**config.mk**
```make
export PLATFORM = sky130hd
export DESIGN_NAME = tflag_ctrl
export DESIGN_NICKNAME = d
export VERILOG_FILES = /design/src/rtl/tflag_pkg.sv /design/src/rtl/tflag_bank.sv /design/src/rtl/tflag_irq.sv /design/src/rtl/tflag_ctrl.sv
export SDC_FILE = /design/constraint.sdc
export NUM_CORES = 1
export LEC_CHECK = 0
export ABC_AREA = 1
export BUFFER_PORTS_ARGS = -buffer_cell sky130_fd_sc_hd__buf_2
export CELL_PAD_IN_SITES_DETAIL_PLACEMENT = 1
export CELL_PAD_IN_SITES_GLOBAL_PLACEMENT = 1
export CORE_MARGIN = 5
export CORE_UTILIZATION = 36
export DETAILED_ROUTE_END_ITERATION = 12
export GPL_TIMING_DRIVEN = 0
export PLACE_DENSITY_LB_ADDON = 0.15
export SYNTH_ARGS = -nofsm -noshare
export SYNTH_HDL_FRONTEND = slang
export SYNTH_SLANG_ARGS = --single-unit
```
**constraint.sdc**
```tcl
create_clock -name clk -period 1.5 [get_ports clk]
set_input_delay 0.3 -clock clk [delete_from_list [all_inputs] [get_ports clk]]
set_output_delay 0.3 -clock clk [all_outputs]
set_load 0.005 [all_outputs]
```
**src/rtl/tflag_pkg.sv**
```systemverilog
package tflag_pkg;
    localparam int REG_W     = 8;
    localparam int NUM_SRC   = 11;
    localparam int LVL_W     = 3;
    localparam int NUM_LINES = (1 << LVL_W) - 1;
    localparam logic [REG_W-1:0] IMPL_R1 = 8'hFF;
    localparam logic [REG_W-1:0] IMPL_R2 = 8'hE0;

    typedef struct packed {
        logic [REG_W-1:0] flag;
        logic [REG_W-1:0] arm;
    } bank_st_t;

    typedef struct packed {
        logic [REG_W-1:0] m1;
        logic [REG_W-1:0] m2;
    } mask_st_t;
endpackage

```
**src/rtl/tflag_bank.sv**
```systemverilog
module tflag_bank
    import tflag_pkg::*;
#(
    parameter logic [REG_W-1:0] IMPL = 8'hFF
) (
    input  logic             clk,
    input  logic             rst_n,
    input  logic [REG_W-1:0] ev_i,
    input  logic             rd_i,
    input  logic             wr_i,
    input  logic [REG_W-1:0] wdata_i,
    output logic [REG_W-1:0] flag_o
);
    bank_st_t st_d, st_q;
    logic [REG_W-1:0] clr;

    always_comb begin
        st_d = st_q;
        clr  = wr_i ? (st_q.arm & ~wdata_i) : '0;
        st_d.arm = wr_i ? '0 : st_q.arm;
        if (rd_i) st_d.arm = st_d.arm | (st_q.flag & ~clr);
        st_d.flag = ((st_q.flag & ~clr) | ev_i) & IMPL;
        st_d.arm  = st_d.arm & ~ev_i & IMPL;
    end

    always_ff @(posedge clk or negedge rst_n) begin
        if (!rst_n) st_q <= '0;
        else        st_q <= st_d;
    end

    assign flag_o = st_q.flag;


    event_wins_chk: assert property (@(posedge clk) disable iff (!rst_n)
        (|(ev_i & IMPL)) |=> ((st_q.flag & $past(ev_i & IMPL)) == $past(ev_i & IMPL)));

    no_clear_unarmed_chk: assert property (@(posedge clk) disable iff (!rst_n)
        1'b1 |=> (($past(st_q.flag) & ~st_q.flag & ~$past(st_q.arm)) == '0));

    arm_implies_flag_chk: assert property (@(posedge clk) disable iff (!rst_n)
        (st_q.arm & ~st_q.flag) == '0);
endmodule

```
**src/rtl/tflag_irq.sv**
```systemverilog
module tflag_irq
    import tflag_pkg::*;
(
    input  logic                 pend_i,
    input  logic [LVL_W-1:0]     lvl_i,
    output logic [NUM_LINES-1:0] irq_o
);
    for (genvar n = 1; n <= NUM_LINES; n++) begin : g_line
        assign irq_o[n-1] = pend_i && (lvl_i == LVL_W'(n));
    end


    one_line_chk: assert final ($onehot0(irq_o));
endmodule

```
**src/rtl/tflag_ctrl.sv**
```systemverilog
module tflag_ctrl
    import tflag_pkg::*;
(
    input  logic                 clk,
    input  logic                 rst_n,
    input  logic [NUM_SRC-1:0]   ev_i,
    input  logic                 bus_sel_flag_i,
    input  logic [1:0]           bus_be_i,
    input  logic                 bus_rd_i,
    input  logic                 bus_wr_i,
    input  logic [2*REG_W-1:0]   bus_wdata_i,
    output logic [2*REG_W-1:0]   bus_rdata_o,
    input  logic [LVL_W-1:0]     lvl_i,
    output logic [NUM_LINES-1:0] irq_o
);
    logic [REG_W-1:0] ev_bank [2];
    logic [REG_W-1:0] flag_bank [2];
    mask_st_t mk_d, mk_q;
    logic [2*REG_W-1:0] flags_w, masks_w, lane_w;
    logic pend;

    always_comb begin
        ev_bank[0] = ev_i[REG_W-1:0];
        ev_bank[1] = {ev_i[8], ev_i[9], ev_i[10], 5'b0};
    end

    for (genvar g = 0; g < 2; g++) begin : g_bank
        localparam logic [REG_W-1:0] IMPL_G = (g == 0) ? IMPL_R1 : IMPL_R2;
        tflag_bank #(.IMPL(IMPL_G)) u_bank (
            .clk     (clk),
            .rst_n   (rst_n),
            .ev_i    (ev_bank[g]),
            .rd_i    (bus_rd_i & bus_sel_flag_i & bus_be_i[1-g]),
            .wr_i    (bus_wr_i & bus_sel_flag_i & bus_be_i[1-g]),
            .wdata_i (bus_wdata_i[(1-g)*REG_W +: REG_W]),
            .flag_o  (flag_bank[g])
        );
    end

    always_comb begin
        mk_d = mk_q;
        if (bus_wr_i && !bus_sel_flag_i) begin
            if (bus_be_i[1]) mk_d.m1 = bus_wdata_i[2*REG_W-1:REG_W];
            if (bus_be_i[0]) mk_d.m2 = bus_wdata_i[REG_W-1:0];
        end
    end

    always_ff @(posedge clk or negedge rst_n) begin
        if (!rst_n) mk_q <= '0;
        else        mk_q <= mk_d;
    end

    assign flags_w = {flag_bank[0], flag_bank[1]};
    assign masks_w = {mk_q.m1, mk_q.m2};
    assign lane_w  = {{REG_W{bus_be_i[1]}}, {REG_W{bus_be_i[0]}}};
    assign bus_rdata_o = (bus_sel_flag_i ? flags_w : masks_w) & lane_w;
    assign pend = |(flags_w & masks_w);

    tflag_irq u_irq (
        .pend_i (pend),
        .lvl_i  (lvl_i),
        .irq_o  (irq_o)
    );


    irq_needs_pend_chk: assert property (@(posedge clk) disable iff (!rst_n)
        (irq_o != '0) |-> (|(flags_w & masks_w)) && (lvl_i != '0));

    mask_hold_chk: assert property (@(posedge clk) disable iff (!rst_n)
        !(bus_wr_i && !bus_sel_flag_i) |=> $stable(masks_w));
endmodule

```
Word level (Yosys, flattened, before mapping)
Index checks and enable logic that the tools add are counted.
{ "word_totals": {"register_bits": 38, "in_bits": 37, "elab_cells": 56} }
{ "op_classes": {"n_eq_ne": 7, "muxes": 7, "bitwise": 24, "reduce_logical": 12} }
{ "ops": {"columns": ["op", "n"], "rows": [
  ["$and 8x8->8", 6],
  ["$mux 8", 6],
  ["$not 8->8", 6],
  ["$and 16x16->16", 2],
  ["$or 8x8->8", 4],
  ["$mux 16", 1],
  ["$reduce_or 16->1", 1],
  ["$eq 3x3->1 const B", 4],
  ["$logic_and 1x1->1", 8],
  ["$and 1x1->1", 6],
  ["$eq 3x2->1 const B", 2],
  ["$reduce_and 2->1", 2],
  ["$eq 3x1->1 const B", 1],
  ["$logic_not 1->1", 1]
]} }

Longest topological paths before layout
Gate-level depths: netlist (run 1).
{ "depth": {"word_depth": 8, "mapped_depth": 6, "ltp_nobuf": 6} }

Cells and area by module
From an unflattened synthesis (run 1), not the netlist that was laid out.
{ "hier_totals": {"hier_cells": 291, "area_unflattened_um2": 2327.2} }
{ "by_module_without_submodules": {"columns": ["module", "instances", "cells_per_inst", "area_each_um2", "seq_area_each_um2"], "rows": [
  ["tflag_ctrl", 1, 166, 1163.6, 400.4],
  ["tflag_bank at g_bank[0].u_bank", 1, 75, 792.0, 400.4],
  ["tflag_bank at g_bank[1].u_bank", 1, 34, 311.5, 150.1],
  ["tflag_irq", 1, 16, 60.1, 0.0]
]} }

Least setup slack after synthesis (run 1)
Ideal clock, no wire load.
{ "synth_path": {"path_kind": "register to output", "from": "register g_bank[1].u_bank.st_q, in the netlist g_bank[1].u_bank.flag_o[6]", "to": "output irq_o[0]", "t_arrival_ns": 0.883, "setup_slack_ns": 0.317, "stages_incl_launch_ff": 7, "n_path_buf": 0, "cell_sequence": "dfrtp_1 nand2_1 nand2_1 nor2_1 nand3b_1 nand2_1 inv_1"} }
{ "synth_between": {"elab_chain_cells": 3} }
{ "synth_lines": {"columns": ["element", "line_no", "text"], "rows": [
  ["start: declaration", "tflag_bank.sv:14", "bank_st_t st_d, st_q;"],
  ["start signal: assignment", "tflag_bank.sv:28", "else st_q <= st_d;"],
  ["$and 16x16->16", "tflag_ctrl.sv:57", "assign pend = |(flags_w & masks_w);"],
  ["$reduce_or 16->1", "tflag_ctrl.sv:57", null],
  ["$logic_and 1x1->1", "tflag_irq.sv:9", "assign irq_o[n-1] = pend_i && (lvl_i == LVL_W'(n));"],
  ["end: declaration", "tflag_ctrl.sv:14", "output logic [NUM_LINES-1:0] irq_o"]
]} }
No other way between the ends.

Final worst setup path (run 1)
{ "layout_path": {"from": "register g_bank[1].u_bank.st_q, in the netlist g_bank[1].u_bank.flag_o[6]", "to": "output irq_o[4]"} }
The elaborated chain is that of the path after synthesis.

==> impl_metrics.py, run 1 <==
metrics = {
    "timing": {
        "hold_violations": 0,
        "period_minus_slack_ns": 1.741,
        "fin_ws_ns": -0.2406,
        "finalCritPeriodShare_pct": 116.0,
        "holdWs_ns": 0.1298,
        "setup_viol": 7,
        "fmax_mhz": 574.5,
        "grt_setup_unrepaired": "yes",
        "finalClockSkew_ns": 0.001154,
        "timing.max_slew.rel_slack_pct": 41.40,
        "tightest_slew_ns": 0.8790,
        "drv_slew": 0,
    },
    "floorplanning": {
        "die-area_um2": 7227,
        "initial_core_util_pct": 37.01,
        "pin_count": 60,
        "die_w_um": 85.01,
        "core_um2": 5473,
        "die_y_um": 85.01,
        "rows": 27,
    },
    "cells_and_area": {
        "drive_above_1_share_pct": 26.80,
        "fin_area_um2": 2580,
        "final_cell_count_no_fill": 419,
        "syn_to_final_growth_pct": 27.36,
        "final_nets": 384,
        "post-route-util_pct": 47.14,
        "antenna_cells": 0,
    },
    "route": {
        "drc": 0,
        "antenna_left": 0,
        "drtPass1Iterations": 4,
        "wl_per_cell_um": 13.13,
        "drt-initial-drc-count": 90,
        "routed_wl_um": 5501,
        "vias": 1920,
        "viasPerCell": 4.582,
    },
    "critical_path": {
        "cp-end-kind": "output pin",
        "arrival_ns": 1.44,
        "crit_type": "reg2out",
        "cp.required_ns": 1.20,
        "cp-start-kind": "flop",
        "crit_path_max_fanout": 7,
    },
    "pwr": {
        "irDropWorstVdd_mv": 0.4537,
        "cellPowerDensity_nw_per_um2": 865.9,
        "p_leak_nw": 1.351,
    },
    "synth": {
        "syn_area_um2": 2026,
        "synth_cell_types": 23,
        "synth_fa_ha_area_share_pct": 0,
        "muxShareOfSynthArea_pct": 0,
        "syn_avg_cell_area_um2": 7.503,
        "synth_warnings": 0,
        "synth_top_family_by_area": "simple AND/OR/NAND/NOR gates",
        "syn_inst": 270,
        "synth-xor-area-share_pct": 0,
        "synth_seq_area_share_pct": 46.94,
        "yosys.area_share.simple_pct": 29.77,
        "syn_nets": 307,
        "ys_ff_latch": 38,
        "synth_compound_area_share_pct": 13.47,
    },
    "status": {
        "violations": "setup timing",
        "status": "complete, but fails checks",
    },
    "global_route": {
        "grt_overflow": 0,
        "grt_max_degree": 39,
        "grt_pass1_wl_um": 9508,
        "antenna_found_initial": 0,
        "track_usage_pct": 16.55,
        "grt_pass1_vias": 1983,
    },
    "clocking": {
        "holdBufCountCts": 0,
        "cts_sinks": 38,
        "insertion_delay_ns": 0.28,
        "cts_buffer_depth": 2,
        "cts_tree": "built",
        "path_clk_slew_ns": 0.07,
        "root_buffer": "clkbuf_8",
        "h-tree-depth": 2,
        "cts_buffers": 5,
    },
    "placement": {
        "portBuffers": 59,
        "place_area_um2": 2411,
        "placed_cells": 401,
        "place.gp.congestion": 0.7689,
        "dpl_worst_slack_ns": -0.04798,
        "dp_hpwl_um": 4067,
    },
    "run": {
        "drv_cap": 0,
    },
    "min_path": {
        "hp-class": "in2async",
    },
}
-- final timing paths --
path                                             from                    endpoint  slack, ns  cells after the start
max                        g_bank[1].u_bank.flag_o[6]                    irq_o[4]      -0.24                      7
min                                             rst_n    g_bank[1].u_bank.st_q[5]       0.13                      1
max reg2reg                  g_bank[0].u_bank.st_q[1]    g_bank[0].u_bank.st_q[1]       0.66                      5
min reg2reg                                masks_w[3]                  masks_w[3]       0.49                      2
max in group asynchronous                       rst_n  g_bank[0].u_bank.flag_o[6]       0.82                      1
min in group clk                              ev_i[0]    g_bank[0].u_bank.st_q[0]       0.16                      2
-- cell usage after synthesis --
library cell	count	area, um^2
nand2_1	67	251.5
nor2_1	47	176.4
dfrtp_1	38	950.9
inv_1	38	142.6
o21ai_0	26	130.1
nand3_1	12	60.06
a21o_1	11	82.58
a21oi_1	11	55.05
buf_6	3	33.78
inv_2	2	7.510
nand2_2	2	12.51
nand3_4	2	35.03
buf_2	1	5.000
clkbuf_1	1	3.750
inv_4	1	6.260
nand2_4	1	11.26
nand3b_1	1	7.510
nor2_2	1	6.260
nor2_4	1	11.26
nor2_8	1	20.02
nor3_1	1	5.000
o21ai_1	1	5.000
or2_2	1	6.260
-- state kept, by name (all words and copies together) (netlist names) --
| signal | flops |
|---|---|
| masks_w | 16 |
| g_bank.u_bank.st_q | 11 |
| g_bank.u_bank.flag_o | 11 |
-- critical path, stage by stage, from the launching register on --
cell	delay, ns
dfrtp_1	0.40
nand2_1	0.07
nand2_1	0.06
nor2_1	0.09
nand3b_1	0.24
nand2_1	0.14
inv_1	0.04
buf_2	0.11
-- power breakdown --
part / total [W] / switching [W] / internal [W] / leakage [nW]
Sequential: 0.00116 / 0.0000516 / 0.00111 / 0.446
Combinational: 0.000409 / 0.000234 / 0.000174 / 0.867
Clock: 0.000665 / 0.000345 / 0.000320 / 0.0383
-- cell usage in the layout (no fill, tap or decap), drive strengths merged --
master / n
nand3b: 1
a21o: 11
a21oi: 11
nand3: 14
or2: 1
buf: 74
nand2: 70
o21ai: 27
nor2: 50
dfrtp: 38
clkbuf: 8
inv: 41
nor3: 1
-- what timing repair did --
item,CTS,global route
pin swaps,7,4
resized for setup,2,3
endpoints found under the setup margin,17,10
buffers inserted,11,0
-- stage by stage --
| step | total power, W | setup TNS (ns) |
|---|---|---|
| final | 0.002234 | -1.599 |
| after detailed placement | 0.001588 | -0.1907 |
| after floorplan | 0.001391 | 0 |
| after CTS | 0.002277 | -1.782 |
| after global routing | 0.002396 | -2.566 |
| after global placement | 0.001578 | -0.2208 |
-- metal layers --
metal	vias up	part of all wire, %	GRT usage [%]
met2	42	48	27.82
met3	6	4.6	4.078
met4	0	1.0	3.453
met1	880	47	21.57
met5	-	0	0
li1	992	-	-
-- area by class of cell --
class                      instances  area [um^2]
multi-input combinational        186        878.3
clock buffer                       7        76.32
tap                               72        90.09
sequential                        38        950.9
buffer                             5        50.05
timing repair buffer              70        377.9
inverter                          41        156.4
fill                             742         2893
-- kinds of logic (layout without fill, tap and decap cells) --
family,after synthesis,count (layout)
AOI/OAI and AO/OA,49,49
buffers and inverters,46,123
DFF,38,38
and+or+nand+nor,137,137
(Power assumes the default switching activity.)
==> run 2: changes to the inputs <==
Settings changed: CORE_MARGIN 5 to not set, CORE_UTILIZATION 36 to 38, CTS_BUF_LIST set to sky130_fd_sc_hd__clkbuf_2, PLACE_DENSITY_LB_ADDON 0.15 to 0.1.
==> run 2 against run 1 <==
The flow still finishes with violations (setup timing). Register-to-register slack got worse by 0.21 ns. Core utilization increased by 6.0 points. Cell area increased by 5.3%. Critical path type unchanged.
==> impl_metrics.py, run 2 (same netlist as run 1, synthesis figures left out) <==
metrics = {
    "status": {
        "status": "complete, but fails checks",
        "violations": "setup timing",
    },
    "floorplanning": {
        "initial_core_util_pct": 39.66,
        "pin_count": 60,
        "rows": 26,
        "core_um2": 5107,
        "die_y_um": 75.01,
        "die_w_um": 75.01,
        "die-area_um2": 5627,
    },
    "min_path": {
        "hp-class": "in2async",
    },
    "placement": {
        "placed_cells": 399,
        "dpl_worst_slack_ns": -0.05922,
        "portBuffers": 59,
        "place.gp.congestion": 0.7475,
        "dp_hpwl_um": 3883,
    },
    "critical_path": {
        "rr_endpoint": "g_bank[0].u_bank.flag_o[2]",
        "cp.required_ns": 1.20,
        "rrSetupSlack_ns": 0.45,
        "regToRegStartpoint": "g_bank[0].u_bank.flag_o[2]",
        "cp-start-kind": "flop",
        "cp-end-kind": "output pin",
        "worstRegToRegCells": 4,
        "crit_path_max_fanout": 7,
        "startpoint": "g_bank[0].u_bank.flag_o[6]",
        "crit_type": "reg2out",
        "arrival_ns": 1.50,
        "crit_end": "irq_o[1]",
    },
    "clocking": {
        "cts_buffer_depth": 2,
        "root_buffer": "clkbuf_2",
        "cts_tree": "built",
        "insertion_delay_ns": 0.38,
        "cts_buffers": 5,
        "cts_sinks": 38,
        "h-tree-depth": 2,
        "path_clk_slew_ns": 0.21,
    },
    "cells_and_area": {
        "antenna_cells": 0,
        "syn_to_final_growth_pct": 34.10,
        "final_nets": 394,
        "post-route-util_pct": 53.18,
        "layout_common_cells": "61 x nand2_1, 58 x buf_2, 38 x nor2_1, 38 x dfrtp_1, 34 x inv_1",
        "final_cell_count_no_fill": 428,
        "largest_register_ffs": 16,
        "layout_commonest_cell": "nand2_1",
        "drive_above_1_share_pct": 34.64,
    },
    "global_route": {
        "antenna_found_initial": 0,
        "grt_pass1_vias": 1925,
        "grt_pass1_wl_um": 8666,
        "track_usage_pct": 20.73,
        "grt_overflow": 0,
        "grt_max_degree": 39,
    },
    "route": {
        "antenna_left": 0,
        "drc": 0,
        "vias": 2000,
        "routed_wl_um": 5498,
        "drtPass1Iterations": 4,
        "drt-initial-drc-count": 71,
        "wl_per_cell_um": 12.85,
        "viasPerCell": 4.673,
    },
    "timing": {
        "drv_slew": 0,
        "finalCritPeriodShare_pct": 119.9,
        "setup_viol": 12,
        "tightest_slew_ns": 0.8813,
        "finalClockSkew_ns": 0.03153,
        "holdWs_ns": 0.005561,
        "hold_violations": 0,
        "fin_ws_ns": -0.2981,
        "grt_setup_unrepaired": "yes",
        "timing.max_slew.rel_slack_pct": 41.25,
        "fmax_mhz": 556.1,
        "period_minus_slack_ns": 1.798,
    },
    "pwr": {
        "cellPowerDensity_nw_per_um2": 763.0,
        "p_leak_nw": 1.395,
        "irDropWorstVdd_mv": 0.4655,
    },
    "run": {
        "drv_cap": 0,
    },
}
-- run 2: how the worst min path moves through the flow --
stage,startpoint,endpoint,slack (ns)
5_1_grt,ev_i[6],g_bank[0].u_bank.st_q[6],0.0008
2_1_floorplan,rst_n,g_bank[0].u_bank.flag_o[0],0.004
3_3_place_gp,rst_n,masks_w[2],0.47
4_1_cts,rst_n,g_bank[0].u_bank.st_q[1],0.02
6_report,rst_n,g_bank[0].u_bank.st_q[1],0.006
3_5_place_dp,ev_i[4],g_bank[0].u_bank.st_q[4],0.47
-- run 2: stage by stage --
step / power [W] / TNS, ns / instance area [um^2]
2_1_floorplan: 0.001391 / 0 / 2026
3_3_place_gp: 0.001573 / -0.1039 / 2409
3_5_place_dp: 0.001586 / -0.4825 / 2409
4_1_cts: 0.002059 / -2.325 / 2569
5_1_grt: 0.002218 / -3.815 / 2716
6_report: 0.002072 / -2.185 / 2716
-- run 2: layer usage --
layer  part of all wire, %  GRT usage (%)  vias to the layer above
met1                    46          27.47                      937
met3                   4.0          4.016                        4
met4                  0.73          4.403                        0
met5                     0              0                        -
li1                      -              -                     1020
met2                    49          35.34                       39
-- run 2: repair_timing --
item / CTS / global route
pin swaps: 9 / 9
resized for setup: 18 / 27
setup endpoints to repair: 18 / 19
buffers inserted: 10 / 10
hold endpoints to repair: 0 / 1
hold buffers: 0 / 1
-- run 2: cell type report --
class	count	area, um^2
multi-input cells	186	935.9
clock inverters	2	8.758
repair buffers	80	494.2
plain buffers	5	50.05
clock buffers	6	30.03
inverters	41	158.9
flip-flops and latches	38	950.9
well taps	70	87.58
fillers	673	2391
-- run 2: critical path, stage by stage (launching register included) --
cell	delay (ns)
dfrtp_1	0.44
nand2_1	0.08
nand3_1	0.08
nand3b_1	0.17
buf_6	0.15
nand2_2	0.06
inv_2	0.04
buf_6	0.10
-- run 2: report_power, final --
part	total [W]	internal (W)	switching (W)
clock network	0.000443	0.000115	0.000328
registers	0.00116	0.00111	0.0000547
logic	0.000466	0.000208	0.000258
==> run 3: changes to the inputs <==
Settings changed: CORE_UTILIZATION 38 to 41.
Clock period 1.5 ns to 2.1 ns, I/O delays scaled along.
==> run 3 against run 2 <==
The flow now finishes without violations. Worst hold slack better by 0.097 ns. Sequential cell count is the same. Cell area decreased by 8.7%. Sequential power fell by 28%. Highest routed layer unchanged.
==> impl_metrics.py, run 3 (same netlist as run 1, synthesis figures left out) <==
metrics = {
    "status": {
        "status": "finished, final reports clean",
    },
    "placement": {
        "dpl_worst_slack_ns": 0.2986,
        "place.gp.congestion": 0.7667,
        "dp_hpwl_um": 3951,
        "place_area_um2": 2405,
        "portBuffers": 59,
    },
    "timing": {
        "setup_viol": 0,
        "tns_ns": 0,
        "drv_slew": 0,
        "fmax_mhz": 512.4,
        "timing.max_slew.rel_slack_pct": 42.04,
        "tightest_slew_ns": 0.8694,
        "finalClockSkew_ns": 0.02071,
        "holdWs_ns": 0.1027,
        "grt_setup_unrepaired": "no",
        "period_minus_slack_ns": 1.952,
        "finalCritPeriodShare_pct": 92.94,
        "fin_ws_ns": 0.1483,
        "hold_violations": 0,
    },
    "route": {
        "vias": 1966,
        "viasPerCell": 4.819,
        "wl_per_cell_um": 12.75,
        "drt-initial-drc-count": 102,
        "routed_wl_um": 5204,
        "antenna_left": 0,
        "drc": 0,
        "drtPass1Iterations": 4,
    },
    "cells_and_area": {
        "layout_commonest_cell": "nand2_1",
        "largest_register_ffs": 16,
        "fin_area_um2": 2481,
        "drive_above_1_share_pct": 25.51,
        "syn_to_final_growth_pct": 22.48,
        "fillers": 628,
        "post-route-util_pct": 52.53,
        "layout_common_cells": "67 x nand2_1, 60 x buf_2, 47 x nor2_1, 38 x inv_1, 38 x dfrtp_1",
        "final_nets": 378,
        "antenna_cells": 0,
    },
    "clocking": {
        "path_clk_slew_ns": 0.19,
        "cts_buffer_depth": 2,
        "cts_sinks": 38,
        "insertion_delay_ns": 0.38,
        "root_buffer": "clkbuf_2",
        "cts_tree": "built",
        "cts_buffers": 5,
        "h-tree-depth": 2,
        "holdBufCountCts": 0,
    },
    "global_route": {
        "track_usage_pct": 22.00,
        "antenna_found_initial": 0,
        "grt_use_met1_pct": 27.94,
        "grt_max_degree": 39,
        "grt_pass1_wl_um": 8666,
        "use_met3_pct": 4.722,
        "grt-busiest-layer": "met2",
        "grt_pass1_vias": 1951,
        "grt_overflow": 0,
        "use_met2_pct": 38.01,
    },
    "floorplanning": {
        "core_um2": 4723,
        "die_y_um": 72.29,
        "rows": 25,
        "initial_core_util_pct": 42.89,
        "pin_count": 60,
        "die-area_um2": 5226,
        "die_w_um": 72.29,
    },
    "critical_path": {
        "crit_slowest_cell": "dfrtp_1",
        "arrival_ns": 1.53,
        "critPathTopFamily": "flip-flops",
        "cp.required_ns": 1.68,
        "crit_path_max_fanout": 7,
        "crit_type": "reg2out",
        "cp-start-kind": "flop",
        "cp_num_buf_inv": 3,
        "crit_top_cell": "nand2_1",
        "cp_cell_sequence": "nand2_1 > nand2_1 > nor2_1 > nand3b_1 > buf_6 > nand2_1 > inv_1 > buf_2",
        "slowest_delay_ns": 0.46,
        "cp-end-kind": "output pin",
        "rrSetupSlack_ns": 1.22,
    },
    "pwr": {
        "irDropWorstVdd_mv": 0.3424,
        "p_leak_nw": 1.313,
        "cellPowerDensity_nw_per_um2": 577.9,
    },
    "min_path": {
        "hp-class": "in2async",
    },
    "run": {
        "drv_cap": 0,
    },
}
==> run 3: cell count changes in the layout (fill, tap and decap cells not counted), moves of 4 or more <==
cell	delta
buf_4	-9
buf_6	-9
inv_1	+4
inv_2	-4
nand2_1	+6
nand2_2	-6
nor2_1	+9
nor2_2	-6
o21ai_0	+7
o21ai_1	-5
==> run 3: where the power goes <==
group          internal (W)  switching, W  leakage [nW]  total, W
clock network     0.0000868      0.000228        0.0291  0.000315
registers          0.000792     0.0000398         0.446  0.000832
logic              0.000119      0.000168         0.838  0.000287
==> run 3: per-stage QoR <==
step                      instances  power (W)
after floorplan                 270  0.0009936
after global placement          396   0.001121
after global routing            408   0.001528
after detailed placement        396   0.001136
after CTS                       404   0.001453
final                           408   0.001434
==> run 3: worst paths after layout <==
check,start,endpoint,depth (start not counted)
max,g_bank[1].u_bank.flag_o[6],irq_o[2],8
min,rst_n,masks_w[2],1
max reg2reg,g_bank[0].u_bank.st_q[0],g_bank[0].u_bank.flag_o[0],4
min reg2reg,masks_w[1],masks_w[1],2
max in group asynchronous,rst_n,g_bank[0].u_bank.flag_o[7],1
min in group clk,ev_i[3],g_bank[0].u_bank.st_q[3],2
==> run 3: what timing repair did <==
action	in CTS	in global routing
endpoints found under the setup margin	2	7
buffers inserted	1	4
resized for setup	0	1
pin swaps	1	2
==> run 3: cell type report <==
class                           count  area, um^2  area share [%]
Sequential cell                    38       950.9           38.33
Multi-Input combinational cell    186       875.8           35.30
Timing Repair Buffer               64       336.6           13.57
Inverter                           41       156.4           6.304
Tap cell                           67       83.83           3.379
Buffer                              5       42.54           1.715
Clock buffer                        7       35.03           1.412
==> run 3: routing by layer <==
metal | vias up | routed length, um | part of all wire (%)
li1 | 981 | - | -
met1 | 940 | 2358 | 45
met2 | 39 | 2595 | 50
met3 | 6 | 186 | 3.6
met4 | 0 | 63 | 1.2
met5 | - | 0 | 0
